## config.mk

```make
export PLATFORM = sky130hd
export DESIGN_NAME = hyst_sw_ctrl
export DESIGN_NICKNAME = d
export VERILOG_FILES = /design/src/rtl/hsc_pkg.sv /design/src/rtl/hsc_phase_fsm.sv /design/src/rtl/hsc_period_mon.sv /design/src/rtl/hyst_sw_ctrl.sv
export SDC_FILE = /design/constraint.sdc
export NUM_CORES = 1
export LEC_CHECK = 0
export ABC_CLOCK_PERIOD_IN_PS = 3900
export BUFFER_PORTS_ARGS = -buffer_cell sky130_fd_sc_hd__buf_4
export CORE_UTILIZATION = 40
export DETAILED_ROUTE_END_ITERATION = 10
export PLACE_DENSITY = 0.66
export SETUP_SLACK_MARGIN = 0.4
export SLEW_MARGIN = 5
export SYNTH_ARGS = -nofsm -noshare
export SYNTH_HDL_FRONTEND = slang
export SYNTH_SLANG_ARGS = --single-unit
```

## constraint.sdc

```tcl
create_clock -name clk -period 3.9 [get_ports clk]
set_clock_uncertainty 0.05 [all_clocks]
set_input_delay 0.78 -clock clk [delete_from_list [all_inputs] [get_ports clk]]
set_output_delay 0.78 -clock clk [all_outputs]
set_load 0.02 [all_outputs]
```

## src/rtl/hsc_pkg.sv

```systemverilog
package hsc_pkg;
   typedef enum logic [2:0] {
      PH_IDLE  = 3'd0,
      PH_DT_HL = 3'd1,
      PH_OFF   = 3'd2,
      PH_DT_LH = 3'd3,
      PH_ON    = 3'd4
   } ph_t;
endpackage

```

## src/rtl/hsc_phase_fsm.sv

```systemverilog
module hsc_phase_fsm
   import hsc_pkg::*;
#(
   parameter int unsigned TW = 8
) (
   input  logic          clk,
   input  logic          rst_n,
   input  logic          en,
   input  logic          below_thr,
   input  logic          zero_cur,
   input  logic [TW-1:0] min_on,
   input  logic [TW-1:0] min_off,
   input  logic [TW-1:0] max_on,
   output ph_t           ph,
   output logic          zc_lat
);
   localparam logic [TW-1:0] TMR_MAX = '1;

   ph_t           ph_nx;
   logic [TW-1:0] tmr;
   logic [TW:0]   elapsed;
   logic          on_min_met, on_cap_hit, off_min_met;

   // elapsed counts the current cycle of the phase, starting at 1
   assign elapsed     = {1'b0, tmr} + (TW+1)'(1);
   assign on_min_met  = elapsed >= {1'b0, min_on};
   assign on_cap_hit  = elapsed >= {1'b0, max_on};
   assign off_min_met = elapsed >= {1'b0, min_off};

   always_comb begin
      ph_nx = ph;
      unique case (ph)
         PH_IDLE:  ph_nx = PH_DT_HL;
         PH_DT_HL: ph_nx = PH_OFF;
         PH_OFF:   if (off_min_met && below_thr) ph_nx = PH_DT_LH;
         PH_DT_LH: ph_nx = PH_ON;
         PH_ON:    if (on_cap_hit || (on_min_met && !below_thr)) ph_nx = PH_DT_HL;
         default:  ph_nx = PH_IDLE;
      endcase
      if (!en) ph_nx = PH_IDLE;
   end

   always_ff @(posedge clk or negedge rst_n) begin
      if (!rst_n) begin
         ph     <= PH_IDLE;
         tmr    <= '0;
         zc_lat <= 1'b0;
      end else begin
         ph <= ph_nx;
         if (!en || ph_nx != ph) tmr <= '0;
         else if (tmr != TMR_MAX) tmr <= tmr + TW'(1);
         if (ph_nx != PH_OFF) zc_lat <= 1'b0;
         else if (ph == PH_OFF && zero_cur) zc_lat <= 1'b1;
      end
   end
endmodule

```

## src/rtl/hsc_period_mon.sv

```systemverilog
module hsc_period_mon #(
   parameter int unsigned PW       = 10,
   parameter int unsigned LOCK_CNT = 4
) (
   input  logic          clk,
   input  logic          rst_n,
   input  logic          en,
   input  logic          start,
   input  logic [PW-1:0] per_lo,
   input  logic [PW-1:0] per_hi,
   output logic          ccm
);
   localparam logic [PW-1:0] PER_MAX = '1;

   logic [PW-1:0] per_cnt;
   logic          per_vld, in_win, over;

   assign in_win = per_vld && per_cnt >= per_lo && per_cnt <= per_hi;
   assign over   = per_vld && per_cnt > per_hi;

   always_ff @(posedge clk or negedge rst_n) begin
      if (!rst_n) begin
         per_cnt <= '0;
         per_vld <= 1'b0;
      end else if (!en) begin
         per_cnt <= '0;
         per_vld <= 1'b0;
      end else if (start) begin
         per_cnt <= PW'(1);
         per_vld <= 1'b1;
      end else if (per_cnt != PER_MAX) begin
         per_cnt <= per_cnt + PW'(1);
      end
   end

   generate
      if (LOCK_CNT == 1) begin : g_single
         always_ff @(posedge clk or negedge rst_n) begin
            if (!rst_n)     ccm <= 1'b0;
            else if (!en)   ccm <= 1'b0;
            else if (start) ccm <= in_win;
            else if (over)  ccm <= 1'b0;
         end
      end else begin : g_streak
         localparam int unsigned SW = $clog2(LOCK_CNT + 1);
         localparam logic [SW-1:0] LOCK_V = SW'(LOCK_CNT);
         logic [SW-1:0] streak, streak_nx;

         always_comb begin
            streak_nx = streak;
            if (!en) streak_nx = '0;
            else if (start) begin
               if (!in_win) streak_nx = '0;
               else if (streak != LOCK_V) streak_nx = streak + SW'(1);
            end else if (over) streak_nx = '0;
         end

         always_ff @(posedge clk or negedge rst_n) begin
            if (!rst_n) begin
               streak <= '0;
               ccm    <= 1'b0;
            end else begin
               streak <= streak_nx;
               ccm    <= streak_nx >= LOCK_V;
            end
         end
      end
   endgenerate
endmodule

```

## src/rtl/hyst_sw_ctrl.sv

```systemverilog
module hyst_sw_ctrl
   import hsc_pkg::*;
#(
   parameter int unsigned TW       = 8,
   parameter int unsigned PW       = 10,
   parameter int unsigned LOCK_CNT = 4
) (
   input  logic          clk,
   input  logic          rst_n,
   input  logic          en,
   input  logic          below_thr,
   input  logic          zero_cur,
   input  logic [TW-1:0] min_on,
   input  logic [TW-1:0] min_off,
   input  logic [TW-1:0] max_on,
   input  logic [PW-1:0] per_lo,
   input  logic [PW-1:0] per_hi,
   output logic          hs_en,
   output logic          ls_en,
   output logic          ccm_mode
);
   initial begin
      assert (TW >= 2) else $error("TW must be at least 2");
      assert (PW >= 2) else $error("PW must be at least 2");
      assert (LOCK_CNT >= 1) else $error("LOCK_CNT must be at least 1");
   end

   ph_t  ph;
   logic zc_lat;

   hsc_phase_fsm #(.TW(TW)) u_fsm (
      .clk       (clk),
      .rst_n     (rst_n),
      .en        (en),
      .below_thr (below_thr),
      .zero_cur  (zero_cur),
      .min_on    (min_on),
      .min_off   (min_off),
      .max_on    (max_on),
      .ph        (ph),
      .zc_lat    (zc_lat)
   );

   hsc_period_mon #(.PW(PW), .LOCK_CNT(LOCK_CNT)) u_mon (
      .clk    (clk),
      .rst_n  (rst_n),
      .en     (en),
      .start  (ph == PH_DT_LH && en),
      .per_lo (per_lo),
      .per_hi (per_hi),
      .ccm    (ccm_mode)
   );

   assign hs_en = (ph == PH_ON);
   assign ls_en = (ph == PH_OFF) && !zc_lat;
endmodule

```

-- After elaboration in Yosys (flattened, before gate mapping)
Index checks and enable logic that the tools add are counted.
- $add $sub $neg: 4
- magnitude comparators: 7
- equality and inequality tests: 11
- mux-type cells: 18
- reductions and logical operators: 16
- operator list (operator ; count):
    $mux 10 ; 3
    $ge 9x8->1 ; 3
    $mux 3 ; 8
    $mux 8 ; 2
    $pmux 3 s5 ; 1
    $add 10x1->10 const B ; 1
    $ge 10x10->1 ; 1
    $gt 10x10->1 ; 1
    $le 10x10->1 ; 1
    $ne 10x10->1 const B ; 1
    $add 8x1->9 const B ; 1
    $add 8x1->8 const B ; 1
    $logic_and 1x1->1 ; 8
    $ne 8x8->1 const B ; 1
    $eq 3x2->1 const B ; 2
    $mux 1 ; 4
    $reduce_bool 2->1 ; 2
    $add 3x1->3 const B ; 1
    $eq 3x1->1 const B ; 1
    $eq 3x3->1 const B ; 1
    $ge 3x3->1 const B ; 1
    $logic_not 1->1 ; 3
    $logic_not 3->1 ; 1
    $ne 3x1->1 const B ; 1
    5 further kinds ; 6
- register bits after elaboration: 27
- output and inout port bits: 3

-- Logic depth before layout (Yosys ltp)
- depth in word-level cells: 10
- mapped depth: 11
- gate-level depth less buffers: 10

-- Modules after synthesis
A second synthesis with hierarchy kept.
- cell total of the unflattened synthesis: 303
- area, all modules: 2713.9 µm²
- modules (own cells, without submodules) (module ; times used ; cells each ; area each (µm²) ; seq. area each (µm²)):
    hsc_phase_fsm ; 1 ; 157 ; 1377.6 ; 300.3
    hsc_period_mon ; 1 ; 143 ; 1303.8 ; 350.3
    hyst_sw_ctrl ; 1 ; 3 ; 32.5 ; 0.0

-- Worst setup path after synthesis
No wires, ideal clock.
- kind: register to register
- start point: register u_fsm.tmr[0]
- end point: register u_fsm.tmr[1]
- library setup time: 0.075 ns
- data arrival time: 2.869 ns
- data required time: 3.775 ns
- slack: 0.906 ns
- stages on the path, launching flop included: 12
- clock period less this slack: 2.994 ns
- path through: dfrtp_1 > ha_1 > nand3_4 > nor2_1 > xor2_1 > ha_1 > and4_1 > a2111oi_4 > o2111a_1 > or3b_1 > buf_6 > a21oi_2
- longest elaborated chain between the ends: 10
- elaborated cells on any way between the ends: 18
- ends and longest elaborated chain (what ; RTL line ; RTL):
    start, declared ; hsc_phase_fsm.sv:20 ; logic [TW-1:0] tmr;
    start signal, assigned ; hsc_phase_fsm.sv:51 ; else if (tmr != TMR_MAX) tmr <= tmr + TW'(1);
    $add 8x1->9 ; hsc_phase_fsm.sv:25 ; assign elapsed = {1'b0, tmr} + (TW+1)'(1);
    $ge 9x8->1 ; hsc_phase_fsm.sv:26 ; assign on_min_met = elapsed >= {1'b0, min_on};
    $logic_and 1x1->1 ; hsc_phase_fsm.sv:37 ; PH_ON: if (on_cap_hit || (on_min_met && !below_thr)) ph_nx = PH_DT_HL;
    $logic_or 1x1->1 ; hsc_phase_fsm.sv:37 ;
    $mux 3 ; hsc_phase_fsm.sv:37 ;
    $pmux 3 s5 ; hsc_phase_fsm.sv:32 ; unique case (ph)
    $mux 3 ; hsc_phase_fsm.sv:40 ; if (!en) ph_nx = PH_IDLE;
    $ne 3x3->1 ; hsc_phase_fsm.sv:50 ; if (!en || ph_nx != ph) tmr <= '0;
    $logic_or 1x1->1 ; hsc_phase_fsm.sv:50 ;
    $mux 8 or $reduce_bool 2->1 (tied branches) ; -- ;
Parallel ways exist; a longest one is shown, timed or not. The select of a mux whose other input is x is not followed.
A chain may end at the register's enable or synchronous reset.

-- Final worst setup path
- start point: register u_fsm.tmr[0]
- end point: register u_fsm.tmr[5]
Same word-level chain as after synthesis.

==> results.ini <==
[clocking]
numCtsBuffers = 3
post-cts-setup-buffers = 0
max-clock-path-buffers = 2
tritoncts_num_sinks = 26
cts_tree = built
clockRootBuffer = sky130_fd_sc_hd__clkbuf_8
cts.htree.levels = 1
insertion_delay_of_the_later_clocked_pin_in_the_worst_skew_pair_ns = 0.27
cts_hold_buffers = 0
cts.reportedPaths.clkPinSlew_ns = 0.08

[layout]
area.growth.synth_to_final_pct = 21.1
final_common_cell = sky130_fd_sc_hd__buf_4
finish.net_count = 437
stdcell_area_um2 = 3010
diodes = 0
layout_common_cells = sky130_fd_sc_hd__buf_4 (52), sky130_fd_sc_hd__inv_1 (48), sky130_fd_sc_hd__ha_1 (48), sky130_fd_sc_hd__nor2_1 (27), sky130_fd_sc_hd__dfrtp_1 (26)
layout-drive-gt1-share_pct = 21.0

[hold_path]
class_of_the_tightest_hold_or_removal_check = input port to async pin

[placed_design]
placed_cell_area_um2 = 2960
hpwl_mm = 4.12
gp_congestion = 0.847
numPortBuffers = 51

[logic_synthesis]
synth-async-reset-ratio_pct = 100
ys_dominant_reg_cell = sky130_fd_sc_hd__dfrtp_1
synth_fp_nets = 381
synth_enable_flop_cells = 0
syn-instance-count = 284
synth_top_cell_by_area = sky130_fd_sc_hd__dfrtp_1
mappedNetlistArea_um2 = 2480
yosysTopAreaCellShare_pct = 26.2
synthTopCellsByArea = sky130_fd_sc_hd__dfrtp_1 (26%), sky130_fd_sc_hd__ha_1 (24%), sky130_fd_sc_hd__inv_1 (7.3%)
avgSynthCellArea_um2 = 8.75
postSynthRegisterBits = 26
total_of_warnings_raised_by_yosys = 0
synthDistinctLibCells = 43
synth.yosys.seq_area_share_pct = 26.2

[setup_path]
crit_top_cell = sky130_fd_sc_hd__ha_1
cp_max_fo = 9
critical_path.cell_chain = ha_1, nand3_4, nor2_1, xor2_2, ha_1, and4_1, a2111oi_4, o2111a_1, or3b_4, a21oi_2
crit_arrival_ns = 3.43
timing.critical_path.slowest_cell_delay_ns = 0.49
setup.worst_path.class = flip-flop to flip-flop
rr_worst_depth = 10
crit_path_top_delay_cell = sky130_fd_sc_hd__dfrtp_1
timing.rr.start = u_fsm.tmr[0]
startpoint_types = flip-flop
crit_start = u_fsm.tmr[0]
worst-r2r-setup-slack_ns = 0.62
required_ns = 4.05
worst_setup_path_end_kind = flip-flop

[power]
total_power_divided_by_cell_area_nw_per_um2 = 194
p_sw_share_pct = 27.5
power.share.clock_pct = 25.4
power_switching_uw = 161
part_of_the_total_power_dissipated_in_combinational_logic_pct = 24.7
p_leak_uw = 0.00163
irDropWorstVdd_v = 0.000126
internal_power_uw = 424
sequentialPowerShare_pct = 49.9
p_total_uw = 585

[grt]
global_route_wire_length_before_repair_mm = 8.60
grt_antenna_before_repair = 0
number_of_global_route_vias_before_repair = 1975
grt-ovfl-total = 0
groute.usage.overall_pct = 16.9
grt_start_max_net_pins = 27

[floorplanning]
die_area_um2 = 6530
die_outline_width_um = 80.8
initial_core_util_pct = 41.7
dieHeight_um = 80.8
floorplan.core_area_um2 = 5960
io_pins = 52
num_rows = 28

[sta]
grt_setup_unrepaired = false
final_tns_setup_ns = 0
timing.final.setup_violations = 0
fmax_ghz = 0.305
slew_headroom_pct = 51.6
timing_hold_violations_final = 0
period_minus_slack_ns = 3.28
worst_slew_pin_tran_ns = 0.720
final_slew_violations = 0
whs_ns = 0.357
post-route-period-util_pct = 84.1

[route]
route.antenna.remaining_nets = 0
viasPerCell = 5.05
residual_drc_count = 0
total_wire_length_mm = 5.11
drt-wirelength-per-cell_um = 12.4
dr_total_vias = 2084
drt_first_iter_violations = 52
detail_route.first_pass.iterations = 4

[job]
max-cap-violations = 0

[run_status]
outcome = finished, final reports clean

-- registers in the layout, summed over array words and instances, names as in the netlist --
signal,flops
u_mon.per_cnt,10
u_mon.ccm,1
u_fsm.zc_lat,1
u_mon.per_vld,1
u_fsm.tmr,8
u_fsm.ph,3
u_mon.g_streak.streak,2
-- stage by stage --
step | worst slack [ns] | cells | util, %
5_1_grt | 0.401 | 413 | 50.5
3_3_place_gp | 0.562 | 410 | 49.7
2_1_floorplan | 0.906 | 284 | -
3_5_place_dp | 0.446 | 410 | 49.7
4_1_cts | 0.553 | 413 | 50.4
6_report | 0.618 | 413 | 50.5
-- Yosys cell counts, types with 2 or more instances --
cell                       number
sky130_fd_sc_hd__a211oi_1       4
sky130_fd_sc_hd__o21ai_1        2
sky130_fd_sc_hd__o21ai_0       11
sky130_fd_sc_hd__nor2_1        27
sky130_fd_sc_hd__nand3_1        9
sky130_fd_sc_hd__a21o_1         3
sky130_fd_sc_hd__ha_1          48
sky130_fd_sc_hd__o211ai_1       2
sky130_fd_sc_hd__nor2b_1        4
sky130_fd_sc_hd__and3_1         2
sky130_fd_sc_hd__nand2b_1      10
sky130_fd_sc_hd__xor2_1         8
sky130_fd_sc_hd__dfrtp_1       26
sky130_fd_sc_hd__nand4_1        5
sky130_fd_sc_hd__nand2_1       13
sky130_fd_sc_hd__and4_1         4
sky130_fd_sc_hd__xnor2_1        5
sky130_fd_sc_hd__a21oi_2        7
sky130_fd_sc_hd__a211o_1        3
sky130_fd_sc_hd__o21a_1         2
sky130_fd_sc_hd__a21oi_1       12
sky130_fd_sc_hd__mux2i_1        3
sky130_fd_sc_hd__inv_1         48
sky130_fd_sc_hd__nor3_1         7
-- cell families after synthesis --
group                      count (synthesis)  share of synthesized area, %
and+or+nand+nor                           87                          18.6
AOI/OAI and AO/OA                         58                          17.6
buffers and inverters                     49                          7.70
adders and majority gates                 48                          24.2
DFF                                       26                          26.2
xor gates and xnor gates                  13                          4.58
muxes                                      3                          1.21
-- final cells by class --
cell class / instances / area, um^2
inverter: 48 / 180
fill: 561 / 2950
multi-input combinational: 209 / 1650
sequential: 26 / 651
timing repair buffer: 52 / 390
tap: 75 / 93.8
clock buffer: 3 / 41.3
-- path summary, 6_finish.rpt --
| path | end |
|---|---|
| min | u_mon.ccm |
| min in group clk | u_fsm.zc_lat |
| min reg2reg | u_fsm.zc_lat |
| max | u_fsm.tmr[5] |
| max in group asynchronous | u_fsm.ph[1] |
| max reg2reg | u_fsm.tmr[5] |
-- power groups by stage --
| stage | combinational, uW | sequential (uW) | clock (uW) |
|---|---|---|---|
| 2_1_floorplan | 82.7 | 294 | 0 |
| 3_3_place_gp | 144 | 296 | 0 |
| 3_5_place_dp | 145 | 297 | 0 |
| 4_1_cts | 147 | 292 | 157 |
| 5_1_grt | 168 | 294 | 166 |
| 6_report | 144 | 292 | 149 |
-- per-layer routing --
metal  wire length (um)  track usage [%]  up-vias  part of all wire [%]
met5                  0                0        -                     0
met4                 67             6.25        0                   1.3
met3                208             1.69        5                   4.1
met2               2420             29.3       48                    47
met1               2420             21.6      931                    47
li1                   -                -     1100                     -
-- worst max-delay path, delay by kind of cell, from the launching register on --
family	cells	cell delay (ns)
DFF	1	0.49
xor gates and xnor gates	1	0.25
AOI/OAI and AO/OA	3	0.75
and+or+nand+nor	4	1.06
adders and majority gates	2	0.61
-- what timing repair did --
item | 4_1_cts | 5_1_grt
endpoints found under the setup margin | 2 | 9
resized for setup | 1 | 1
gates cloned | 0 | 0
pin swaps | 0 | 0
hold endpoints to repair | 0 | 0
Power figures use the tool's default switching activity.
